--- src/rtl/nvm_seq_pkg.sv ---
package nvm_seq_pkg;

    typedef enum logic [3:0] {
        ST_IDLE,
        ST_RD,
        ST_WR_SETUP,
        ST_WR_PULSE,
        ST_WR_HOLD,
        ST_WAIT_RB,
        ST_POLL_GAP,
        ST_POLL_RD,
        ST_RESP
    } seq_state_e;

    typedef struct packed {
        logic ce_n;
        logic oe_n;
        logic we_n;
        logic dq_oe;
    } bus_ctl_t;

endpackage

--- src/rtl/nvm_bus_decode.sv ---
module nvm_bus_decode
    import nvm_seq_pkg::*;
(
    input  seq_state_e state,
    output bus_ctl_t   ctl
);
    always_comb begin
        ctl = '{ce_n: 1'b1, oe_n: 1'b1, we_n: 1'b1, dq_oe: 1'b0};
        case (state)
            ST_RD, ST_POLL_RD: begin
                ctl.ce_n = 1'b0;
                ctl.oe_n = 1'b0;
            end
            ST_WR_SETUP: ctl.ce_n = 1'b0;
            ST_WR_PULSE: begin
                ctl.ce_n  = 1'b0;
                ctl.we_n  = 1'b0;
                ctl.dq_oe = 1'b1;
            end
            ST_WR_HOLD: begin
                ctl.ce_n  = 1'b0;
                ctl.dq_oe = 1'b1;
            end
            default: ;
        endcase
    end
endmodule

--- src/rtl/nvm_end_detect.sv ---
module nvm_end_detect (
    input  logic poll_sel,
    input  logic rdy_level,
    input  logic sample_now,
    input  logic read_bit7,
    input  logic want_bit7,
    output logic complete
);
    // Polling: completion only counts at the sampling cycle of a read.
    always_comb begin
        if (poll_sel) complete = sample_now && (read_bit7 == want_bit7);
        else          complete = rdy_level;
    end
endmodule

--- src/rtl/nvm_write_seq.sv ---
module nvm_write_seq
    import nvm_seq_pkg::*;
#(
    parameter int AW             = 13,
    parameter int WE_CYCLES      = 20,     // write pulse width, >= 1
    parameter int RD_CYCLES      = 24,     // read access wait, >= 1
    parameter int TIMEOUT_CYCLES = 200000  // completion wait limit, >= 1
) (
    input  logic          clk,
    input  logic          rst_n,
    input  logic          req_valid,
    output logic          req_ready,
    input  logic          req_write,
    input  logic [AW-1:0] req_addr,
    input  logic [7:0]    req_wdata,
    input  logic          poll_mode,
    output logic          done,
    output logic          resp_err,
    output logic [7:0]    rd_data,
    output logic [AW-1:0] mem_addr,
    output logic          mem_ce_n,
    output logic          mem_oe_n,
    output logic          mem_we_n,
    output logic [7:0]    dq_o,
    output logic          dq_oe,
    input  logic [7:0]    dq_i,
    input  logic          mem_rdy
);
    localparam int TMAX = (WE_CYCLES > RD_CYCLES) ? WE_CYCLES : RD_CYCLES;
    localparam int TCW  = $clog2(TMAX + 1);
    localparam int WCW  = $clog2(TIMEOUT_CYCLES + 1);
    localparam logic [TCW-1:0] WE_LAST = TCW'(WE_CYCLES - 1);
    localparam logic [TCW-1:0] RD_LAST = TCW'(RD_CYCLES - 1);
    localparam logic [WCW-1:0] TO_LAST = WCW'(TIMEOUT_CYCLES - 1);

    typedef struct packed {
        seq_state_e    st;
        logic [AW-1:0] addr;
        logic [7:0]    wdata;
        logic          poll;
        logic [TCW-1:0] tcnt;
        logic [WCW-1:0] wcnt;
        logic          err;
        logic [7:0]    rdata;
    } regs_t;

    regs_t    q, d;
    bus_ctl_t ctl;
    logic     complete;
    logic     sample_now;

    assign sample_now = (q.st == ST_POLL_RD) && (q.tcnt == RD_LAST);

    nvm_bus_decode u_dec (
        .state (q.st),
        .ctl   (ctl)
    );

    nvm_end_detect u_end (
        .poll_sel   (q.poll),
        .rdy_level  (mem_rdy),
        .sample_now (sample_now),
        .read_bit7  (dq_i[7]),
        .want_bit7  (q.wdata[7]),
        .complete   (complete)
    );

    always_comb begin
        d = q;
        case (q.st)
            ST_IDLE: begin
                if (req_valid) begin
                    d.addr  = req_addr;
                    d.wdata = req_wdata;
                    d.poll  = poll_mode;
                    d.err   = 1'b0;
                    d.tcnt  = '0;
                    d.st    = req_write ? ST_WR_SETUP : ST_RD;
                end
            end
            ST_RD: begin
                if (q.tcnt == RD_LAST) begin
                    d.rdata = dq_i;
                    d.st    = ST_RESP;
                end else begin
                    d.tcnt = q.tcnt + 1'b1;
                end
            end
            ST_WR_SETUP: begin
                d.tcnt = '0;
                d.st   = ST_WR_PULSE;
            end
            ST_WR_PULSE: begin
                if (q.tcnt == WE_LAST) d.st = ST_WR_HOLD;
                else                   d.tcnt = q.tcnt + 1'b1;
            end
            ST_WR_HOLD: begin
                d.wcnt = '0;
                d.tcnt = '0;
                d.st   = q.poll ? ST_POLL_GAP : ST_WAIT_RB;
            end
            ST_WAIT_RB: begin
                if (complete) begin
                    d.st = ST_RESP;
                end else if (q.wcnt == TO_LAST) begin
                    d.err = 1'b1;
                    d.st  = ST_RESP;
                end else begin
                    d.wcnt = q.wcnt + 1'b1;
                end
            end
            ST_POLL_GAP: begin
                if (q.wcnt == TO_LAST) begin
                    d.err = 1'b1;
                    d.st  = ST_RESP;
                end else begin
                    d.wcnt = q.wcnt + 1'b1;
                    d.tcnt = '0;
                    d.st   = ST_POLL_RD;
                end
            end
            ST_POLL_RD: begin
                if (complete) begin
                    d.st = ST_RESP;
                end else if (q.wcnt == TO_LAST) begin
                    d.err = 1'b1;
                    d.st  = ST_RESP;
                end else begin
                    d.wcnt = q.wcnt + 1'b1;
                    if (q.tcnt == RD_LAST) begin
                        d.tcnt = '0;
                        d.st   = ST_POLL_GAP;
                    end else begin
                        d.tcnt = q.tcnt + 1'b1;
                    end
                end
            end
            ST_RESP: d.st = ST_IDLE;
            default: d.st = ST_IDLE;
        endcase
    end

    always_ff @(posedge clk) begin
        if (!rst_n) q <= '0;
        else        q <= d;
    end

    assign req_ready = (q.st == ST_IDLE);
    assign done      = (q.st == ST_RESP);
    assign resp_err  = done && q.err;
    assign rd_data   = q.rdata;
    assign mem_addr  = q.addr;
    assign dq_o      = q.wdata;
    assign mem_ce_n  = ctl.ce_n;
    assign mem_oe_n  = ctl.oe_n;
    assign mem_we_n  = ctl.we_n;
    assign dq_oe     = ctl.dq_oe;
endmodule

--- config.mk ---
export PLATFORM = sky130hd
export DESIGN_NAME = nvm_write_seq
export DESIGN_NICKNAME = d
export VERILOG_FILES = /design/src/rtl/nvm_seq_pkg.sv /design/src/rtl/nvm_bus_decode.sv /design/src/rtl/nvm_end_detect.sv /design/src/rtl/nvm_write_seq.sv
export SDC_FILE = /design/constraint.sdc
export NUM_CORES = 1
export LEC_CHECK = 0
export ABC_AREA = 1
export BUFFER_PORTS_ARGS = -buffer_cell sky130_fd_sc_hd__buf_2
export CORE_MARGIN = 3
export CORE_UTILIZATION = 51
export CTS_BUF_LIST = sky130_fd_sc_hd__clkbuf_2
export CTS_CLUSTER_SIZE = 25
export DETAILED_ROUTE_END_ITERATION = 6
export PLACE_DENSITY = 0.88
export SYNTH_ARGS = -nofsm -noshare
export SYNTH_HDL_FRONTEND = slang
export SYNTH_SLANG_ARGS = --single-unit
--- constraint.sdc ---
create_clock -name clk -period 1.65 [get_ports clk]
set_input_delay 0.4125 -clock clk [delete_from_list [all_inputs] [get_ports clk]]
set_output_delay 0.4125 -clock clk [all_outputs]
set_load 0.02 [all_outputs]
==> impl_metrics.yaml, run 1 <==
outcome:
  status: "finished, violations left"
  violations: "negative setup slack"
synth:
  ys_seq_area_share_pct: 33.8
  synth_seq_cells: 58
  synthCells: 527
  syn_area_mm2: 0.00344
  ys_types: 36
  postSynthAreaPerCell_um2: 6.53
  synth_top_area_cell: "dfxtp_1"
  synth_top_area_share_pct: 33.8
  yosys_warnings: 0
  syn-num-nets: 564
  synth_area_leaders: "dfxtp_1 34%, nor2_1 13%, nand2_1 10%"
layout:
  fin_util_pct: 76.5
  final_nets: 675
  multiInputGateArea_mm2: 0.00228
  final_cell_mix: "92 x nor2_1, 83 x nand2_1, 65 x buf_2"
  fillers: 399
  fin_cells: 720
  drive_gt1_share_pct: 45.9
  diodes: 0
  final_common_cell: "nor2_1"
  syn_to_final_growth_pct: 43.6
  fin_area_mm2: 0.00494
  regArea_mm2: 0.00119
min_path:
  hold_class: "in -> reg"
  hold_end: "dq_o[1]"
  hold_depth: 3
  worstHoldStart: "req_wdata[1]"
timing:
  fmax_mhz: 473
  slew_viol_final: 0
  slew_headroom_pct: 66.6
  fin_worst_skew_ns: 0.0623
  min_period_ns: 2.11
  setup_viol_count_final: 35
  grt_setup_unrepaired: "yes"
  worst_pin_slew_ns: 0.499
  period_share_pct: 128
  finalHoldViolCount: 0
  fin_ws_ns: -0.464
setup_path:
  max_stage_delay_ns: 0.43
  cp.arrival_ns: 1.70
  reg2reg_slack_ns: -0.32
  cp-end-kind: "primary output"
  slowest_stage: "dfxtp_4"
  crit_buf_inv: 3
  crit_chain: "nor2_4 -> buf_6 -> inv_6 -> nor3_1 -> buf_2"
  reg2reg_from: "q[57]"
  r2r_cells: 9
  crit_family: "flip-flops"
  startpoint_type: "flip-flop"
  worstPathRequired_ns: 1.24
  cp_max_fo: 5
  crit_type: "reg -> out"
  r2r_end: "q[21]"
placed_design:
  placed_area_mm2: 0.00397
  placed_cells: 673
  place_congestion: 0.986
  port_buffers: 70
  dp_hpwl_um: 6640
global_route:
  antenna_found_initial: 0
  grt_max_degree: 22
  grt_overflow_total: 0
  track_usage_pct: 30.4
  grt_pass1_vias: 4079
  grt_pass1_wl_um: 18700
cts:
  cts-root-buf: "clkbuf_2"
  clockBufferDepth: 2
  clock_sinks: 58
  cts_tree: "yes"
  cts.reportedPaths.clkPinSlew_ns: 0.24
  clk_latency_ns: 0.55
  htree_levels: 3
  numCtsBuffers: 9
detailed_routing:
  drtIter0Drc: 530
  routed_wl_um: 13000
  drc: 0
  wl_per_cell_um: 18.1
  vias: 4295
  viasPerCell: 5.97
  ant_nets: 0
  dr.pass1.iters: 6
die:
  rows: 29
  core_area_mm2: 0.00646
  dieArea_mm2: 0.00777
  ios: 71
  dieWidth_um: 88.1
  die_h_um: 88.1
  start_util_pct: 53.3
job:
  cap_violations: 0
power_and_ir_drop:
  switching_share_pct: 40.1
  p_int_w: 0.00278
  combPwrFrac_pct: 39.3
  seq_power_share_pct: 37.1
  p_total_w: 0.00464
  power.switching_w: 0.00186
  p_leak_nw: 2.09
  p_clk_share_pct: 23.6
  peakVddDrop_uv: 988
  p_per_area_mw_per_mm2: 939
-- sequential cells by signal, indices dropped and copies added (netlist names) --
| name | count |
|---|---|
| dq_o | 8 |
| mem_addr | 13 |
| q | 29 |
| rd_data | 8 |
-- worst max-delay path by stage --
stage	start	endpoint	slack [ns]	cells after the start
6_report	q[55]	done	-0.46	5
5_1_grt	q[55]	done	-0.47	5
4_1_cts	q[54]	mem_ce_n	-0.33	5
3_5_place_dp	q[28]	q[12]	-0.08	10
3_3_place_gp	q[56]	q[31]	-0.02	12
2_1_floorplan	q[57]	mem_ce_n	0.02	4
-- routing by layer --
| metal | vias up | part of all wire (%) | global-route usage, % |
|---|---|---|---|
| met5 | - | 0 | 0 |
| met4 | 0 | 8.2 | 18.5 |
| met3 | 128 | 10 | 8.28 |
| met2 | 356 | 46 | 50.3 |
| met1 | 1922 | 35 | 34.9 |
| li1 | 1889 | - | - |
-- synth_stat cells (all sizes together) --
cell    number
nand3       36
xnor2        1
nor4         1
inv         48
dfxtp       58
or2          3
o21ai       40
and2         1
nor2       120
nor3         4
buf         33
ha           2
xor2         4
nand3b       3
a211oi       1
nand4       10
clkbuf      11
a21oi       34
o31ai        1
nand2      111
clkinv       1
o211ai       1
o21bai       3
-- final cells by class --
class | count | share of cell area (%)
multi-input combinational | 379 | 46.2
sequential | 58 | 24.1
timing repair buffer | 141 | 20.8
inverter | 49 | 4.18
tap | 77 | 1.95
clock inverter | 6 | 1.65
clock buffer | 10 | 1.01
-- power groups by stage --
stage	clock (W)	combinational (W)	sequential [W]
2_1_floorplan	0	0.000957	0.00168
3_3_place_gp	0	0.00125	0.00170
3_5_place_dp	0	0.00129	0.00170
4_1_cts	0.00106	0.00154	0.00169
5_1_grt	0.00115	0.00195	0.00174
6_report	0.00109	0.00182	0.00172
-- what timing repair did --
action                     in CTS  in global routing
cloned                          4                  1
hold buffers                    0                  0
pin swaps                      29                 20
setup endpoints to repair      21                 55
gates resized for setup        74                 87
hold endpoints to repair        0                  0
setup buffers                  14                 15
-- tightest hold or removal path: stages --
cell    delay (ns)
buf_2         0.08
nor2_1        0.04
nor2_1        0.08
-- cells by family (layout without fill, tap and decap cells) --
family                     after synthesis  in the layout  synth area share, %
DFF                                     58             58                 33.8
and+or+nand+nor                        289            292                 36.8
AOI/OAI and AO/OA                       80             80                 13.6
buffers and inverters                   93            206                 13.9
adders and majority gates                2              2                0.727
xor gates and xnor gates                 5              5                 1.27
-- stage by stage --
step,setup TNS [ns],hold slack (ns),worst slack [ns]
after floorplan,0,0.434,0.0172
after global placement,-0.0570,0.450,-0.0231
after detailed placement,-0.426,0.459,-0.0833
after CTS,-3.71,0.106,-0.332
after global routing,-11.42,0.110,-0.466
final,-9.45,0.0934,-0.464
Note: power is estimated with default switching activity, not from simulation.
==> inputs of run 2 (changes only) <==
--- a/config.mk
+++ b/config.mk
@@ -13,6 +13,7 @@
 export CTS_CLUSTER_SIZE = 25
 export DETAILED_ROUTE_END_ITERATION = 6
 export PLACE_DENSITY = 0.88
+export SETUP_SLACK_MARGIN = 0.15
 export SYNTH_ARGS = -nofsm -noshare
 export SYNTH_HDL_FRONTEND = slang
 export SYNTH_SLANG_ARGS = --single-unit
==> run 2 against run 1 <==
Against the previous run:
- the run still ends with negative setup slack left
- routed wire length is 14% lower
- clock-buffer cell count did not move
- power fell by 11%
- first-iteration DRC count is 27% lower
- core utilization is 2.4 points lower
- hold slack improved by 0.042 ns
- clock power down 31%
- critical path depth rose by 1
- worst setup slack improved by 0.076 ns
- final cell count fell by 0.56%
- design area down 3.1%
- non-clock buffer count shrank 5
- highest routed layer unchanged
==> impl_metrics.yaml, run 2 (synthesis gave the netlist of run 1 again) <==
placed_design:
  place_congestion: 0.995
  placed_area_mm2: 0.00402
  dpl_worst_slack_ns: -0.0471
  placed_cells: 675
  dp_hpwl_um: 6610
  port_buffers: 70
layout:
  diodes: 0
  fillers: 428
  drive_gt1_share_pct: 44.0
  final_nets: 671
  top_register: "q"
  fin_cells: 716
  fin_area_mm2: 0.00478
  final_common_cell: "nor2_1"
  syn_to_final_growth_pct: 39.1
  largest_register_ffs: 29
  final_cell_mix: "103 x nor2_1, 78 x nand2_1, 65 x buf_2"
power_and_ir_drop:
  power.switching_w: 0.00174
  p_clk_share_pct: 18.4
  combPwrFrac_pct: 39.9
  peakVddDrop_uv: 1060
  p_leak_nw: 2.04
  seq_power_share_pct: 41.7
  p_per_area_mw_per_mm2: 860
  p_int_w: 0.00238
  switching_share_pct: 42.3
detailed_routing:
  wl_per_cell_um: 15.7
  ant_nets: 0
  drtIter0Drc: 388
  drc: 0
  vias: 4073
  dr.pass1.iters: 6
  routed_wl_um: 11200
  viasPerCell: 5.69
timing:
  slew_viol_final: 0
  worst_pin_slew_ns: 0.442
  setup_viol_count_final: 35
  min_period_ns: 2.04
  period_share_pct: 123
  fin_ws_ns: -0.388
  finalHoldViolCount: 0
  slew_headroom_pct: 70.4
  fin_worst_skew_ns: 0.0222
  holdWs_ns: 0.135
  fmax_mhz: 491
  grt_setup_unrepaired: "yes"
setup_path:
  reg2reg_slack_ns: -0.25
  crit_type: "reg -> out"
  crit_chain: "nor2_4 -> inv_4 -> nor2_4 -> nor2_2 -> inv_2 -> buf_6"
  slowest_stage: "dfxtp_4"
  reg2reg_from: "q[57]"
  startpoint_type: "flip-flop"
  r2r_cells: 11
  r2r_end: "q[10]"
  cp_max_fo: 6
  cp.arrival_ns: 1.63
  crit_buf_inv: 3
  cp_common_cell: "nor2_4"
  cp-end-kind: "primary output"
  worstPathRequired_ns: 1.24
  crit_start: "q[54]"
  max_stage_delay_ns: 0.42
  crit_family: "simple AND/OR/NAND/NOR gates"
die:
  die_h_um: 88.1
  dieWidth_um: 88.1
  rows: 29
  ios: 71
  core_area_mm2: 0.00646
  start_util_pct: 53.3
  dieArea_mm2: 0.00777
job:
  cap_violations: 0
cts:
  numCtsBuffers: 9
  cts_tree: "yes"
  cts-root-buf: "clkbuf_2"
  clockBufferDepth: 2
  cts.reportedPaths.clkPinSlew_ns: 0.16
  clk_latency_ns: 0.49
  htree_levels: 3
  cts_hold_buf: 0
  clock_sinks: 58
min_path:
  worstHoldStart: "dq_i[2]"
  hold_class: "in -> reg"
  hold_depth: 3
  hold_end: "rd_data[2]"
global_route:
  grt_pass1_wl_um: 16800
  track_usage_pct: 27.3
  grt_pass1_vias: 3831
  grt_max_degree: 22
  antenna_found_initial: 0
  grt_overflow_total: 0
outcome:
  status: "finished, violations left"
  violations: "negative setup slack"
-- run 2: changes by cell type in the layout (fill, tap and decap cells not counted), moves of 3 or more --
cell / previous run / this run
nand3_1: 16 / 20
nand2_1: 83 / 78
a21oi_2: 18 / 21
buf_6: 12 / 7
nand2_4: 9 / 12
nand3_4: 6 / 1
nor2_4: 14 / 10
nor2_1: 92 / 103
nor2_2: 14 / 7
-- run 2: cell type report --
class / count / area [um2] / area share [%]
Timing Repair Buffer: 136 / 962 / 20.1
Inverter: 49 / 199 / 4.16
Sequential cell: 58 / 1190 / 24.9
Clock buffer: 10 / 50.0 / 1.05
Clock inverter: 6 / 32.5 / 0.680
Tap cell: 77 / 96.3 / 2.01
Multi-Input combinational cell: 380 / 2250 / 47.0
-- run 2: how the worst max path moves through the flow --
stage               endpoint  slack, ns  cells past startpoint
finish                 dq_oe      -0.39                      6
global route           dq_oe      -0.46                      6
detailed placement     q[11]      -0.05                     11
floorplan              q[21]       0.04                     12
CTS                 resp_err      -0.31                      4
global placement       q[10]      0.007                     12
-- run 2: per-stage QoR --
stage          utilization [%]  TNS (ns)  power [W]
3_3_place_gp              62.3         0    0.00293
5_1_grt                   74.1     -9.62    0.00432
3_5_place_dp              62.3    -0.432    0.00298
4_1_cts                   69.7     -2.93    0.00388
6_report                  74.1     -6.55    0.00411
2_1_floorplan                -         0    0.00266
-- run 2: worst reg2reg max path, stage by stage (launching register included) --
cell      delay [ns]
dfxtp_4         0.41
buf_4           0.15
nor2_4          0.13
nand2_1         0.09
nor2_1          0.20
nand2_2         0.13
nand3_4         0.14
o21ai_4         0.14
buf_4           0.20
nand3b_1        0.08
nand2_1         0.06
nor2_1          0.10
-- run 2: layer usage --
layer  up-vias  share of wire [%]  GRT usage (%)
met3        82                8.5           6.49
met4         0                6.0           12.5
met5         -                  0              0
li1       1882                  -              -
met1      1834                 37           31.7
met2       275                 48           47.5
-- run 2: power groups by stage --
stage          logic, W  registers [W]  clock network [W]
2_1_floorplan  0.000977        0.00168                  0
3_5_place_dp    0.00128        0.00170                  0
5_1_grt         0.00178        0.00173           0.000808
3_3_place_gp    0.00124        0.00169                  0
4_1_cts         0.00145        0.00170           0.000739
6_report        0.00164        0.00172           0.000755
-- run 2: timing repair --
action                                  in CTS  in global routing
endpoints found under the setup margin      52                 70
cloned                                       5                  0
setup buffers                               10                 10
pin swaps                                   16                 16
endpoints found under the hold margin        0                  0
gates resized for setup                     68                 63
==> inputs of run 3 (changes only) <==
--- a/config.mk
+++ b/config.mk
@@ -5,14 +5,14 @@
 export SDC_FILE = /design/constraint.sdc
 export NUM_CORES = 1
 export LEC_CHECK = 0
-export ABC_AREA = 1
+export ABC_AREA = 0
 export BUFFER_PORTS_ARGS = -buffer_cell sky130_fd_sc_hd__buf_2
 export CORE_MARGIN = 3
 export CORE_UTILIZATION = 51
 export CTS_BUF_LIST = sky130_fd_sc_hd__clkbuf_2
 export CTS_CLUSTER_SIZE = 25
 export DETAILED_ROUTE_END_ITERATION = 6
-export PLACE_DENSITY = 0.88
+export PLACE_DENSITY = 0.89
 export SETUP_SLACK_MARGIN = 0.15
 export SYNTH_ARGS = -nofsm -noshare
 export SYNTH_HDL_FRONTEND = slang
==> run 3 against run 2 <==
Against the previous run:
- the flow still finishes with violations (negative setup slack)
- final cell count shrank 16%
- power shrank 6.0%
- clock skew grew 0.0074 ns
- synthesized area shrank 8.4%
- clock-buffer cell count shrank 1
- sequential share of layout area shrank 0.73 points
- register-to-register slack lost 0.46 ns
- first-iteration DRC count grew 50%
- core utilization grew 9.7 points
- clock power grew 51%
==> impl_metrics.yaml, run 3 <==
global_route:
  grt_max_degree: 37
  grt_overflow_total: 0
  grt_pass1_wl_um: 17000
  antenna_found_initial: 1
  grt_pass1_vias: 3507
  track_usage_pct: 29.9
die:
  start_util_pct: 52.9
  die_h_um: 84.6
  ios: 71
  rows: 28
  core_area_mm2: 0.00596
  dieWidth_um: 84.6
  dieArea_mm2: 0.00716
detailed_routing:
  dr.pass1.iters: 7
  wl_per_cell_um: 25.3
  drtIter0Drc: 581
  ant_nets: 0
  routed_wl_um: 15200
  viasPerCell: 6.75
  vias: 4061
  drc: 0
synth:
  synth_simple_gate_area_share_pct: 28.8
  syn-num-nets: 422
  ys_async_sr_fraction_pct: 0
  synthCells: 385
  synth_seq_cells: 58
  synth_most_common_cell: "nand2_1"
  synth_top_area_cell: "dfxtp_1"
  synth_common_cells: "70 x nand2_1, 58 x dfxtp_1, 30 x buf_4, 20 x a21boi_0, 16 x a21oi_1"
  synth_fa_ha_area_share_pct: 0.794
  ys_types: 59
  synth-compound-area-share_pct: 19.4
  postSynthAreaPerCell_um2: 8.19
  ys_seq_area_share_pct: 36.8
  synth_edf_count: 0
  synth_area_leaders: "dfxtp_1 37%, nand2_1 8.3%, buf_4 7.1%"
  synth.mux.area_fraction_pct: 2.86
  yosys_most_used_dff: "dfxtp_1"
  synth_xor_area_share_pct: 0.556
  syn_area_mm2: 0.00315
  synth_top_area_share_pct: 36.8
  synth_top_family_by_area: "simple AND/OR/NAND/NOR gates"
  yosys_warnings: 0
setup_path:
  crit_type: "reg -> reg"
  startpoint_type: "flip-flop"
  worstPathRequired_ns: 2.14
  cp.arrival_ns: 2.84
  r2r_cells: 8
  cp_max_fo: 8
  cp-end-kind: "flip-flop"
timing:
  slew_headroom_pct: 68.5
  finalHoldViolCount: 0
  finalSetupTns_ns: -24.48
  fin_worst_skew_ns: 0.0296
  min_period_ns: 2.36
  fmax_mhz: 424
  worst_pin_slew_ns: 0.472
  grt_setup_unrepaired: "yes"
  slew_viol_final: 0
  setup_viol_count_final: 65
  period_share_pct: 143
  fin_ws_ns: -0.708
layout:
  fillers: 246
  fin_area_mm2: 0.00499
  final_nets: 559
  fin_cells: 602
  drive_gt1_share_pct: 58.6
  final_cell_mix: "89 x buf_4, 68 x nand2_1, 41 x buf_6"
  largest_register_ffs: 29
  top_register: "q"
  final_common_cell: "buf_4"
  syn_to_final_growth_pct: 58.4
  diodes: 0
  fin_util_pct: 83.8
power_and_ir_drop:
  peakVddDrop_uv: 922
  p_per_area_mw_per_mm2: 775
  p_leak_nw: 2.04
  power.switching_w: 0.00135
  seq_power_share_pct: 39.6
  p_clk_share_pct: 29.3
  p_total_w: 0.00387
  p_int_w: 0.00252
  combPwrFrac_pct: 31.1
  switching_share_pct: 34.8
placed_design:
  placed_area_mm2: 0.00388
  place_congestion: 0.868
  port_buffers: 70
  placed_cells: 549
  dp_hpwl_um: 5690
cts:
  htree_levels: 3
  numCtsBuffers: 9
  clock_sinks: 58
  cts_tree: "yes"
  clockBufferDepth: 2
  cts.reportedPaths.clkPinSlew_ns: 0.21
  clk_latency_ns: 0.57
  cts-root-buf: "clkbuf_2"
outcome:
  violations: "negative setup slack"
  status: "finished, violations left"
min_path:
  hold_depth: 3
  hold_class: "in -> reg"
job:
  cap_violations: 0
run 3: changes by cell type in the layout (fill, tap and decap cells not counted), moves of 14 or more:
cell / previous run / this run
nor2_1: 103 / 8
inv_1: 38 / 2
buf_6: 7 / 41
buf_4: 58 / 89
o21ai_0: 33 / 6
buf_2: 65 / 39
dfxtp_2: 11 / 35
a21boi_1: 0 / 20
dfxtp_1: 42 / 22
nand2_2: 20 / 2
nand3_2: 15 / 1
run 3: timing repair:
| action | in CTS | in global routing |
|---|---|---|
| pin swaps | 34 | 30 |
| setup buffers | 21 | 12 |
| cloned | 4 | 0 |
| hold buffers | 0 | 0 |
| endpoints found under the setup margin | 67 | 93 |
| gates resized for setup | 100 | 100 |
run 3: through the flow:
stage,setup slack [ns],hold slack (ns)
global placement,-0.254,0.437
global route,-0.931,0.0442
CTS,-0.487,0.0796
finish,-0.708,0.0582
floorplan,-0.167,0.435
detailed placement,-0.342,0.453
run 3: cells by family after synthesis:
logic type,Yosys count
adder cells (fa/ha/maj),2
AND/OR/NAND/NOR,173
buffers and inverters,52
XOR/XNOR,2
multiplexers,9
AO/OA/AOI/OAI,89
flip-flops,58
run 3: final timing paths:
kind                            slack (ns)         from           to
worst max register to register       -0.71        q[28]        q[31]
worst min-delay path                  0.06  req_addr[1]  mem_addr[1]
worst min register to register        0.47  mem_addr[6]  mem_addr[6]
worst max-delay path                 -0.71        q[28]        q[31]
run 3: area by class of cell:
type	count	area, um2	share of cell area, %
Clock buffer	9	45.0	0.902
Clock inverter	7	93.8	1.88
Inverter	2	7.51	0.150
Multi-Input combinational cell	275	2060	41.2
Sequential cell	58	1210	24.2
Tap cell	75	93.8	1.88
Timing Repair Buffer	176	1490	29.8
run 3: layer usage:
| metal | vias up | part of all wire (%) | global-route usage (%) |
|---|---|---|---|
| met5 | - | 0.16 | 0 |
| met4 | 2 | 10 | 19.7 |
| met3 | 164 | 11 | 7.36 |
| met2 | 411 | 45 | 53.5 |
| met1 | 1868 | 33 | 30.7 |
| li1 | 1616 | - | - |
run 3: power groups by stage:
| stage | combinational (W) | sequential (W) | clock [W] |
|---|---|---|---|
| floorplan | 0.000529 | 0.00153 | 0 |
| global placement | 0.000706 | 0.00153 | 0 |
| detailed placement | 0.000724 | 0.00153 | 0 |
| CTS | 0.000946 | 0.00150 | 0.00109 |
| global route | 0.00124 | 0.00153 | 0.00119 |
| finish | 0.00120 | 0.00153 | 0.00114 |
run 3: worst max-delay path: stages, from the launching register on:
cell and delay [ns]:
dfxtp_2 0.40, ha_4 0.17, buf_4 0.13, nand3b_1 0.23
nor3_2 0.10, o31ai_2 0.36, nand3_4 0.22, or4_1 0.49
a21boi_1 0.17
